## src/rtl/nth_pkg.sv

```systemverilog
package nth_pkg;

    typedef enum logic [1:0] {
        ST_IDLE = 2'd0,
        ST_SCAN = 2'd1,
        ST_DONE = 2'd2
    } sweep_state_t;

    typedef enum logic [1:0] {
        OP_NONE    = 2'd0,
        OP_RENEW   = 2'd1,
        OP_AGE     = 2'd2,
        OP_RECLAIM = 2'd3
    } visit_op_t;

endpackage

```

## src/rtl/frame_table.sv

```systemverilog
module frame_table
    import nth_pkg::*;
#(
    parameter int NUM_FRAMES = 16,
    parameter int AGE_W      = 3,
    parameter int IDX_W      = $clog2(NUM_FRAMES)
) (
    input  logic             clk,
    input  logic             rst_n,
    input  logic             acc_valid,
    input  logic [IDX_W-1:0] acc_frame,
    input  logic [IDX_W-1:0] visit_idx,
    input  visit_op_t        op,
    output logic             vis_used,
    output logic [AGE_W-1:0] vis_age
);

    logic [NUM_FRAMES-1:0] use_vec;
    logic [AGE_W-1:0]      age_arr [NUM_FRAMES];

    for (genvar g = 0; g < NUM_FRAMES; g++) begin : g_frame
        logic             use_r;
        logic [AGE_W-1:0] age_r;
        logic             hit_acc;
        logic             sel;

        assign hit_acc = acc_valid && (acc_frame == IDX_W'(g));
        assign sel     = (visit_idx == IDX_W'(g)) && (op != OP_NONE);

        always_ff @(posedge clk or negedge rst_n) begin
            if (!rst_n) begin
                use_r <= 1'b0;
                age_r <= '0;
            end else begin
                // a same-cycle access always leaves the flag set
                use_r <= hit_acc | (use_r & ~sel);
                if (sel) begin
                    unique case (op)
                        OP_AGE:  age_r <= age_r + 1'b1;
                        default: age_r <= '0;
                    endcase
                end
            end
        end

        assign use_vec[g] = use_r;
        assign age_arr[g] = age_r;
    end

    assign vis_used = use_vec[visit_idx] | (acc_valid && (acc_frame == visit_idx));
    assign vis_age  = age_arr[visit_idx];

endmodule

```

## src/rtl/sweep_fsm.sv

```systemverilog
module sweep_fsm
    import nth_pkg::*;
#(
    parameter int NUM_FRAMES = 16,
    parameter int AGE_W      = 3,
    parameter int IDX_W      = $clog2(NUM_FRAMES)
) (
    input  logic             clk,
    input  logic             rst_n,
    input  logic             req,
    input  logic [AGE_W-1:0] limit,
    input  logic             vis_used,
    input  logic [AGE_W-1:0] vis_age,
    output logic [IDX_W-1:0] hand,
    output visit_op_t        op,
    output logic             done,
    output logic             busy,
    output logic [IDX_W-1:0] victim
);

    localparam logic [IDX_W-1:0] LAST = IDX_W'(NUM_FRAMES - 1);

    sweep_state_t     state_q, state_d;
    logic [AGE_W-1:0] limit_q;
    logic [IDX_W-1:0] victim_q;
    logic             found;

    // visit decision
    always_comb begin
        op    = OP_NONE;
        found = 1'b0;
        if (state_q == ST_SCAN) begin
            if (vis_used) begin
                op = OP_RENEW;
            end else if (vis_age < limit_q) begin
                op = OP_AGE;
            end else begin
                op    = OP_RECLAIM;
                found = 1'b1;
            end
        end
    end

    // next state
    always_comb begin
        state_d = state_q;
        unique case (state_q)
            ST_IDLE: if (req)   state_d = ST_SCAN;
            ST_SCAN: if (found) state_d = ST_DONE;
            ST_DONE:            state_d = ST_IDLE;
            default:            state_d = ST_IDLE;
        endcase
    end

    // state register
    always_ff @(posedge clk or negedge rst_n) begin
        if (!rst_n) state_q <= ST_IDLE;
        else        state_q <= state_d;
    end

    // datapath registers
    always_ff @(posedge clk or negedge rst_n) begin
        if (!rst_n) begin
            hand     <= '0;
            limit_q  <= '0;
            victim_q <= '0;
        end else begin
            if (state_q == ST_IDLE && req) limit_q <= limit;
            if (state_q == ST_SCAN) hand <= (hand == LAST) ? '0 : hand + 1'b1;
            if (found) victim_q <= hand;
        end
    end

    // outputs
    always_comb begin
        done   = (state_q == ST_DONE);
        busy   = (state_q != ST_IDLE);
        victim = victim_q;
    end

endmodule

```

## src/rtl/nth_chance_sweeper.sv

```systemverilog
module nth_chance_sweeper
    import nth_pkg::*;
#(
    parameter int NUM_FRAMES = 16,
    parameter int AGE_W      = 3,
    localparam int IDX_W     = $clog2(NUM_FRAMES)
) (
    input  logic             clk,
    input  logic             rst_n,
    input  logic             acc_valid,
    input  logic [IDX_W-1:0] acc_frame,
    input  logic             req,
    input  logic [AGE_W-1:0] limit,
    output logic             done,
    output logic             busy,
    output logic [IDX_W-1:0] victim
);

    logic [IDX_W-1:0] hand;
    visit_op_t        op;
    logic             vis_used;
    logic [AGE_W-1:0] vis_age;

    frame_table #(.NUM_FRAMES(NUM_FRAMES), .AGE_W(AGE_W), .IDX_W(IDX_W)) u_table (
        .clk       (clk),
        .rst_n     (rst_n),
        .acc_valid (acc_valid),
        .acc_frame (acc_frame),
        .visit_idx (hand),
        .op        (op),
        .vis_used  (vis_used),
        .vis_age   (vis_age)
    );

    sweep_fsm #(.NUM_FRAMES(NUM_FRAMES), .AGE_W(AGE_W), .IDX_W(IDX_W)) u_fsm (
        .clk      (clk),
        .rst_n    (rst_n),
        .req      (req),
        .limit    (limit),
        .vis_used (vis_used),
        .vis_age  (vis_age),
        .hand     (hand),
        .op       (op),
        .done     (done),
        .busy     (busy),
        .victim   (victim)
    );

endmodule

```

## config.mk

```make
export PLATFORM = sky130hd
export DESIGN_NAME = nth_chance_sweeper
export DESIGN_NICKNAME = d
export VERILOG_FILES = /design/src/rtl/nth_pkg.sv /design/src/rtl/frame_table.sv /design/src/rtl/sweep_fsm.sv /design/src/rtl/nth_chance_sweeper.sv
export SDC_FILE = /design/constraint.sdc
export NUM_CORES = 1
export LEC_CHECK = 0
export CELL_PAD_IN_SITES_DETAIL_PLACEMENT = 1
export CELL_PAD_IN_SITES_GLOBAL_PLACEMENT = 2
export CORE_ASPECT_RATIO = 0.9
export CORE_MARGIN = 2
export CORE_UTILIZATION = 43
export CTS_CLUSTER_SIZE = 25
export DETAILED_ROUTE_END_ITERATION = 16
export DONT_BUFFER_PORTS = 1
export PLACE_DENSITY = 0.83
export SLEW_MARGIN = 0
export SYNTH_ARGS = -nofsm -noshare
export SYNTH_HDL_FRONTEND = slang
export SYNTH_HIERARCHICAL = 1
export SYNTH_SLANG_ARGS = --single-unit
export TNS_END_PERCENT = 20
```

## constraint.sdc

```tcl
create_clock -name clk -period 4.95 [get_ports clk]
set_clock_uncertainty 0.1 [all_clocks]
set_input_delay 0 -clock clk [delete_from_list [all_inputs] [get_ports clk]]
set_output_delay 0 -clock clk [all_outputs]
set_load 0.01 [all_outputs]
```

==> results of run 1 <==
==> final timing paths <==
path	start	to	cells after the start
min in group clk	acc_valid	u_fsm/state_q[0]$_DFFE_PN0P_	4
setup reg to reg	u_fsm/hand[1]$_DFFE_PN0N_	u_table/g_frame[1].use_r$_DFF_PN0_	13
hold / removal	rst_n	u_fsm/limit_q[1]$_DFFE_PN0P_	2
setup / recovery	u_fsm/hand[1]$_DFFE_PN0N_	u_table/g_frame[1].use_r$_DFF_PN0_	13
max in group asynchronous	rst_n	u_table/g_frame[3].age_r[1]$_DFFE_PN0P_	2
hold reg to reg	u_table/g_frame[7].use_r$_DFF_PN0_	u_table/g_frame[7].use_r$_DFF_PN0_	2
==> sequential cells by signal, indices dropped and copies added, names as in the netlist <==
register / flops
u_fsm/hand: 4
u_table/g_frame.age_r: 48
u_fsm/limit_q: 3
u_fsm/victim: 4
u_fsm/state_q: 2
u_table/g_frame.use_r: 16
==> routing by layer <==
layer  wire length [µm]  GRT usage, %  vias up
met1               5200          31.1     1629
li1                   -             -     1480
met3                376          6.02       10
met2               5270          36.7       44
met5                  0             0        -
met4                131          5.65        0
==> cell type report <==
class,instances,area [µm²]
inverters,22,82.6
repair buffers,27,270
fillers,1084,4910
well taps,126,158
clock buffers,10,128
multi-input cells,285,2160
clock inverters,6,63.8
flip-flops and latches,77,1930
==> kinds of logic after synthesis <==
kind of cell	after synthesis	synth area share, %
xor+xnor	4	0.818
fa+ha+maj	19	5.55
flops	77	45.0
compound gates	88	13.3
simple gates	145	18.7
buf+inv	41	4.64
mux	29	12.0
==> repair_timing <==
item	4_1_cts	5_1_grt
endpoints found under the hold margin	97	0
setup endpoints to repair	0	0
hold buffers	20	0
==> per-stage QoR <==
step / util, % / hold slack, ns
2_1_floorplan: - / -0.396
3_3_place_gp: 45.2 / -0.391
3_5_place_dp: 45.2 / -0.391
4_1_cts: 49.4 / 0.0693
5_1_grt: 49.4 / 0.0997
6_report: 49.4 / 0.0886
==> worst max-delay path: stages, from the launching register on <==
cell and delay [ns]:
dfrtp_1 1.02, mux4_2 0.45, a22oi_1 0.21, nand2_1 0.08, ha_1 0.30, nand2_1 0.07, o21ai_2 0.21, nor2_1 0.06
nor2_1 0.37, o21ba_2 0.30, nand3_1 0.29, nand2_1 0.16, o31ai_1 0.08, dlygate4sd3_1 0.56
==> power by group through the flow <==
stage	sequential, W	clock (W)	combinational [W]
4_1_cts	0.00112	0.000486	0.00143
6_report	0.00111	0.000474	0.00143
3_3_place_gp	0.00112	0	0.00132
2_1_floorplan	0.000977	0	0.00113
3_5_place_dp	0.00113	0	0.00137
5_1_grt	0.00115	0.000515	0.00159
==> cells in the final DEF, fill, tap and decap left out, types with 2 or more instances in the layout <==
cell and instances:
dfrtp_1 76, nand2_1 61, o21ai_0 43, inv_1 22
dlygate4sd3_1 19, ha_1 19, nor2_1 16, mux4_2 15
nand2b_1 15, nand3_1 13, clkbuf_8 9, mux2i_1 8
o2bb2ai_1 8, buf_4 7, a22oi_1 6, a21o_1 5
nor3_2 5, o31ai_1 5, nor3_1 5, mux2_4 4
o22ai_1 4, or3_1 4, a21oi_1 3, and2b_1 3
nand4_1 3, or4b_1 3, clkinvlp_4 2, clkinv_2 2
nor2b_1 2, o21ai_2 2, nor2_4 2, a311oi_1 2
xnor2_1 2, and2_1 2, nand3_4 2, a32o_1 2
xor2_1 2, nor4_4 2, o32ai_1 2
==> reports/results.tsv, run 1 <==
metric	value	unit
Final Hold Viols	0	
worst-path fanout max	23	
total CTS buffers	9	
Slew @ Worst Pin	1.02	ns
Sum Neg Setup Slack	0	ns
unrepaired setup endpoints after global routing	no	
Post-synth EDFFs	0	
initial DRC count	118	
CTS clock-pin slew for the worst setup and hold paths	0.08	ns
initial antenna violation count	0	
Mapped Area	4290	µm²
first-pass GRT wire length	18400	µm
sequential power share	36.9	%
Peak supply drop	0.000322	V
sw frac	45.0	%
Placed Cells	517	
Antenna diodes	0	
CP Capture Type	register	
post-route minimum period	4.38	ns
critical path startpoint category	register	
Non-Filler Instances	553	
Post-synth ARST share	100	%
Synth area leaders	dfrtp_1 45%, mux4_2 7.9%, ha_1 5.5%, nand2_1 5.3%, o21ai_0 5.0%	
Mean Syn Cell Area	10.6	µm²
die height	98.7	µm
crit path kind	register to register	
clock sinks	77	
GPL Wtd Cong	0.800	
Nets	452	
Vias/cell	5.72	
DRC errors left	0	
setup slack, reg-to-reg	0.57	ns
Core Area	9700	µm²
Yosys reg bits	77	
Area growth, synth to finish	11.8	%
vias in the first global route	3449	
DIE AREA	10800	µm²
# IOs	17	
CP required	5.10	ns
GRT overflow	0	
Starting Density	44.2	%
Root Buffer Master	clkbuf_8	
sequential fraction of the synthesis area	45.0	%
Post-Syn Instances	403	
TritonRoute pass-1 iters	4	
final slew viol count	0	
max-cap violations	0	
Critical Path AT	4.52	ns
Clock Latency Late Sink	0.37	ns
outcome	finished, final reports clean	
leakage	2.12	nW
per-cell routed wire length	19.8	µm
Synth area leader	dfrtp_1	
# setup viols final	0	
fraction of layout cells with a size suffix above 1	14.5	%
fmax	229	MHz
syn_nets	433	
Relative slew margins	32.1	%
pre-CTS setup slack	0.838	ns
share of total power in combinational logic	47.4	%
PD cells	630	nW/µm²
setup ws final	0.575	ns
port bufs	0	
Synth cell types	53	
Post-DP HPWL	7790	µm
clock tree buffer depth	2	
total power	0.00302	W
post-route clock period utilization	88.4	%
Routed Antenna Nets	0	
Commonest cells post-synth	77 x dfrtp_1, 61 x nand2_1, 43 x o21ai_0	
total track usage	22.9	%
Die Wd	109	µm
Min-Delay Path Class	input pin to asynchronous set/reset pin	
post-cts sizing count	0	
# H-tree levels	3	
Most used DFF post-synth	dfrtp_1	
Cell Area, Placed	4380	µm²
most common cell in the netlist	dfrtp_1	
pin count of the biggest net entering global routing	78	
Synth warnings	6	
Int Power	0.00166	W
number of setup buffers added after CTS	0	
Row Count	34	
sw power	0.00136	W
CTS tree	done	
final wirelength	11000	µm
final instance area	4790	µm²
via count	3163	
Clk pwr share	15.7	%
share of the synthesized area in the top cell type	45.0	%
(Power assumes the default switching activity.)
==> inputs of run 2 (changes only) <==
Settings changed: CORE_UTILIZATION 43 to 44, CTS_BUF_LIST set to sky130_fd_sc_hd__clkbuf_4, PLACE_DENSITY 0.83 to 0.85.
==> reports/results.tsv, run 2 (synthesized netlist as in run 1, its figures left out) <==
metric	value	unit	change
Root Buffer Master	clkbuf_4		
post-cts sizing count	0		unchanged
CP required	5.17	ns	+0.07 ns
die height	97.6	µm	-1.1%
Critical Path AT	4.61	ns	+0.09 ns
number of setup buffers added after CTS	0		unchanged
Sum Neg Setup Slack	0	ns	unchanged
GPL Wtd Cong	0.782		-2.2%
fmax	228	MHz	-0.43%
clock tree buffer depth	2		unchanged
Relative slew margins	31.1	%	-1.0 points
hold_buf cts	20		unchanged
port bufs	0		unchanged
via count	3193		+0.95%
Non-Filler Instances	552		-0.18%
Slew @ Worst Pin	1.03	ns	+0.0154 ns
unrepaired setup endpoints after global routing	no		
# IOs	17		unchanged
crit path kind	register to register		
Post-DP HPWL	7720	µm	-0.98%
TritonRoute pass-1 iters	4		unchanged
outcome	finished, final reports clean		
reg2reg start	u_fsm/hand[0]$_DFFE_PN0N_		
most common cell after layout, fill and taps aside	dfrtp_1		
first-pass GRT wire length	18400	µm	-0.30%
CP Capture Type	register		
Min-Delay Path Class	input pin to asynchronous set/reset pin		
worst-path fanout max	26		+13%
leakage	2.10	nW	-0.85%
Die Wd	108	µm	-1.1%
CP Launch Point	u_fsm/hand[0]$_DFFE_PN0N_		
most frequent cells in the layout	76 x dfrtp_1, 61 x nand2_1, 43 x o21ai_0, 22 x inv_1		
Routed Antenna Nets	0		unchanged
Area growth, synth to finish	10.8	%	
total CTS buffers	9		unchanged
Peak supply drop	0.000318	V	-1.1%
initial antenna violation count	0		unchanged
Final Hold Viols	0		unchanged
Largest regs	u_table/g_frame.age_r x48, u_table/g_frame.use_r x16		
Vias/cell	5.78		+1.1%
Antenna diodes	0		unchanged
Core Area	9570	µm²	-1.3%
Row Count	34		unchanged
Nets	451		-0.22%
CTS clock-pin slew for the worst setup and hold paths	0.13	ns	+0.05 ns
Clock Latency Late Sink	0.43	ns	+0.06 ns
clock sinks	77		unchanged
post-route clock period utilization	88.8	%	+0.38 points
# H-tree levels	3		unchanged
total power	0.00297	W	-1.6%
Starting Density	44.8	%	+0.59 points
# setup viols final	0		unchanged
per-cell routed wire length	20.4	µm	+2.7%
pin count of the biggest net entering global routing	78		unchanged
Cell Area, Placed	4380	µm²	-0.17%
max-cap violations	0		unchanged
PD cells	626	nW/µm²	-0.63%
post-route minimum period	4.39	ns	+0.0188 ns
max FFs per register	48		unchanged
DRC errors left	0		unchanged
final instance area	4750	µm²	-0.94%
fraction of layout cells with a size suffix above 1	13.8	%	-0.67 points
critical path startpoint category	register		
final wirelength	11300	µm	+2.5%
DIE AREA	10500	µm²	-2.2%
Placed Cells	516		-0.19%
initial DRC count	143		+21%
CTS tree	done		
Most flops, register	u_table/g_frame.age_r		
vias in the first global route	3353		-2.8%
GRT overflow	0		unchanged
final slew viol count	0		unchanged
total track usage	23.1	%	+0.23 points
[run 2: cell count changes in the layout (fill, tap and decap cells not counted), sizes merged]
cell,delta
buf,-1
bufinv,+1
clkinvlp,-1
[run 2: layout make-up]
| type | instances | area (µm²) |
|---|---|---|
| fillers | 1064 | 4820 |
| clock buffers | 10 | 75.1 |
| flip-flops and latches | 77 | 1930 |
| clock inverters | 6 | 78.8 |
| multi-input cells | 285 | 2160 |
| repair buffers | 26 | 263 |
| inverters | 22 | 82.6 |
| well taps | 126 | 158 |
[run 2: worst max-delay path, stage by stage, from the launching register on]
cell,delay (ns)
dfrtp_2,0.88
mux4_2,0.60
a22oi_1,0.21
nand2_1,0.09
ha_1,0.29
nand2_1,0.06
o21ai_2,0.21
nor2_1,0.06
nor2_1,0.35
o21ba_2,0.29
nand3_1,0.31
nand2_1,0.17
o31ai_1,0.07
dlygate4sd3_1,0.56
[run 2: path summary, 6_finish.rpt]
kind                                                             to  slack, ns  cells after the start
max in group asynchronous   u_table/g_frame[3].age_r[0]$_DFFE_PN0P_       4.41                      2
min reg2reg                u_table/g_frame[11].age_r[2]$_DFFE_PN0P_       0.40                      1
min in group clk                 u_table/g_frame[3].use_r$_DFF_PN0_       0.12                      2
min                                    u_fsm/state_q[0]$_DFFE_PN0P_       0.02                      2
max reg2reg                      u_table/g_frame[1].use_r$_DFF_PN0_       0.56                     13
max                              u_table/g_frame[1].use_r$_DFF_PN0_       0.56                     13
[run 2: metrics by stage]
step           setup WS [ns]  hold slack, ns  utilization (%)
2_1_floorplan           1.50          -0.396                -
3_3_place_gp           0.944          -0.391             45.7
3_5_place_dp           0.880          -0.391             45.7
4_1_cts                0.572          0.0294             49.6
5_1_grt                0.220          0.0169             49.6
6_report               0.556          0.0189             49.6
[run 2: metal layers]
layer,share of wire (%),GRT usage (%),vias up
met5,0,0,-
met4,1.0,5.92,0
met3,3.2,4.83,11
met2,49,37.8,49
met1,46,31.4,1651
li1,-,-,1482
[run 2: power breakdown]
part           switching, W  total, W  internal [W]
combinational      0.000818   0.00140      0.000586
sequential         0.000307   0.00114      0.000834
clock              0.000219  0.000425      0.000206
total               0.00134   0.00297       0.00163
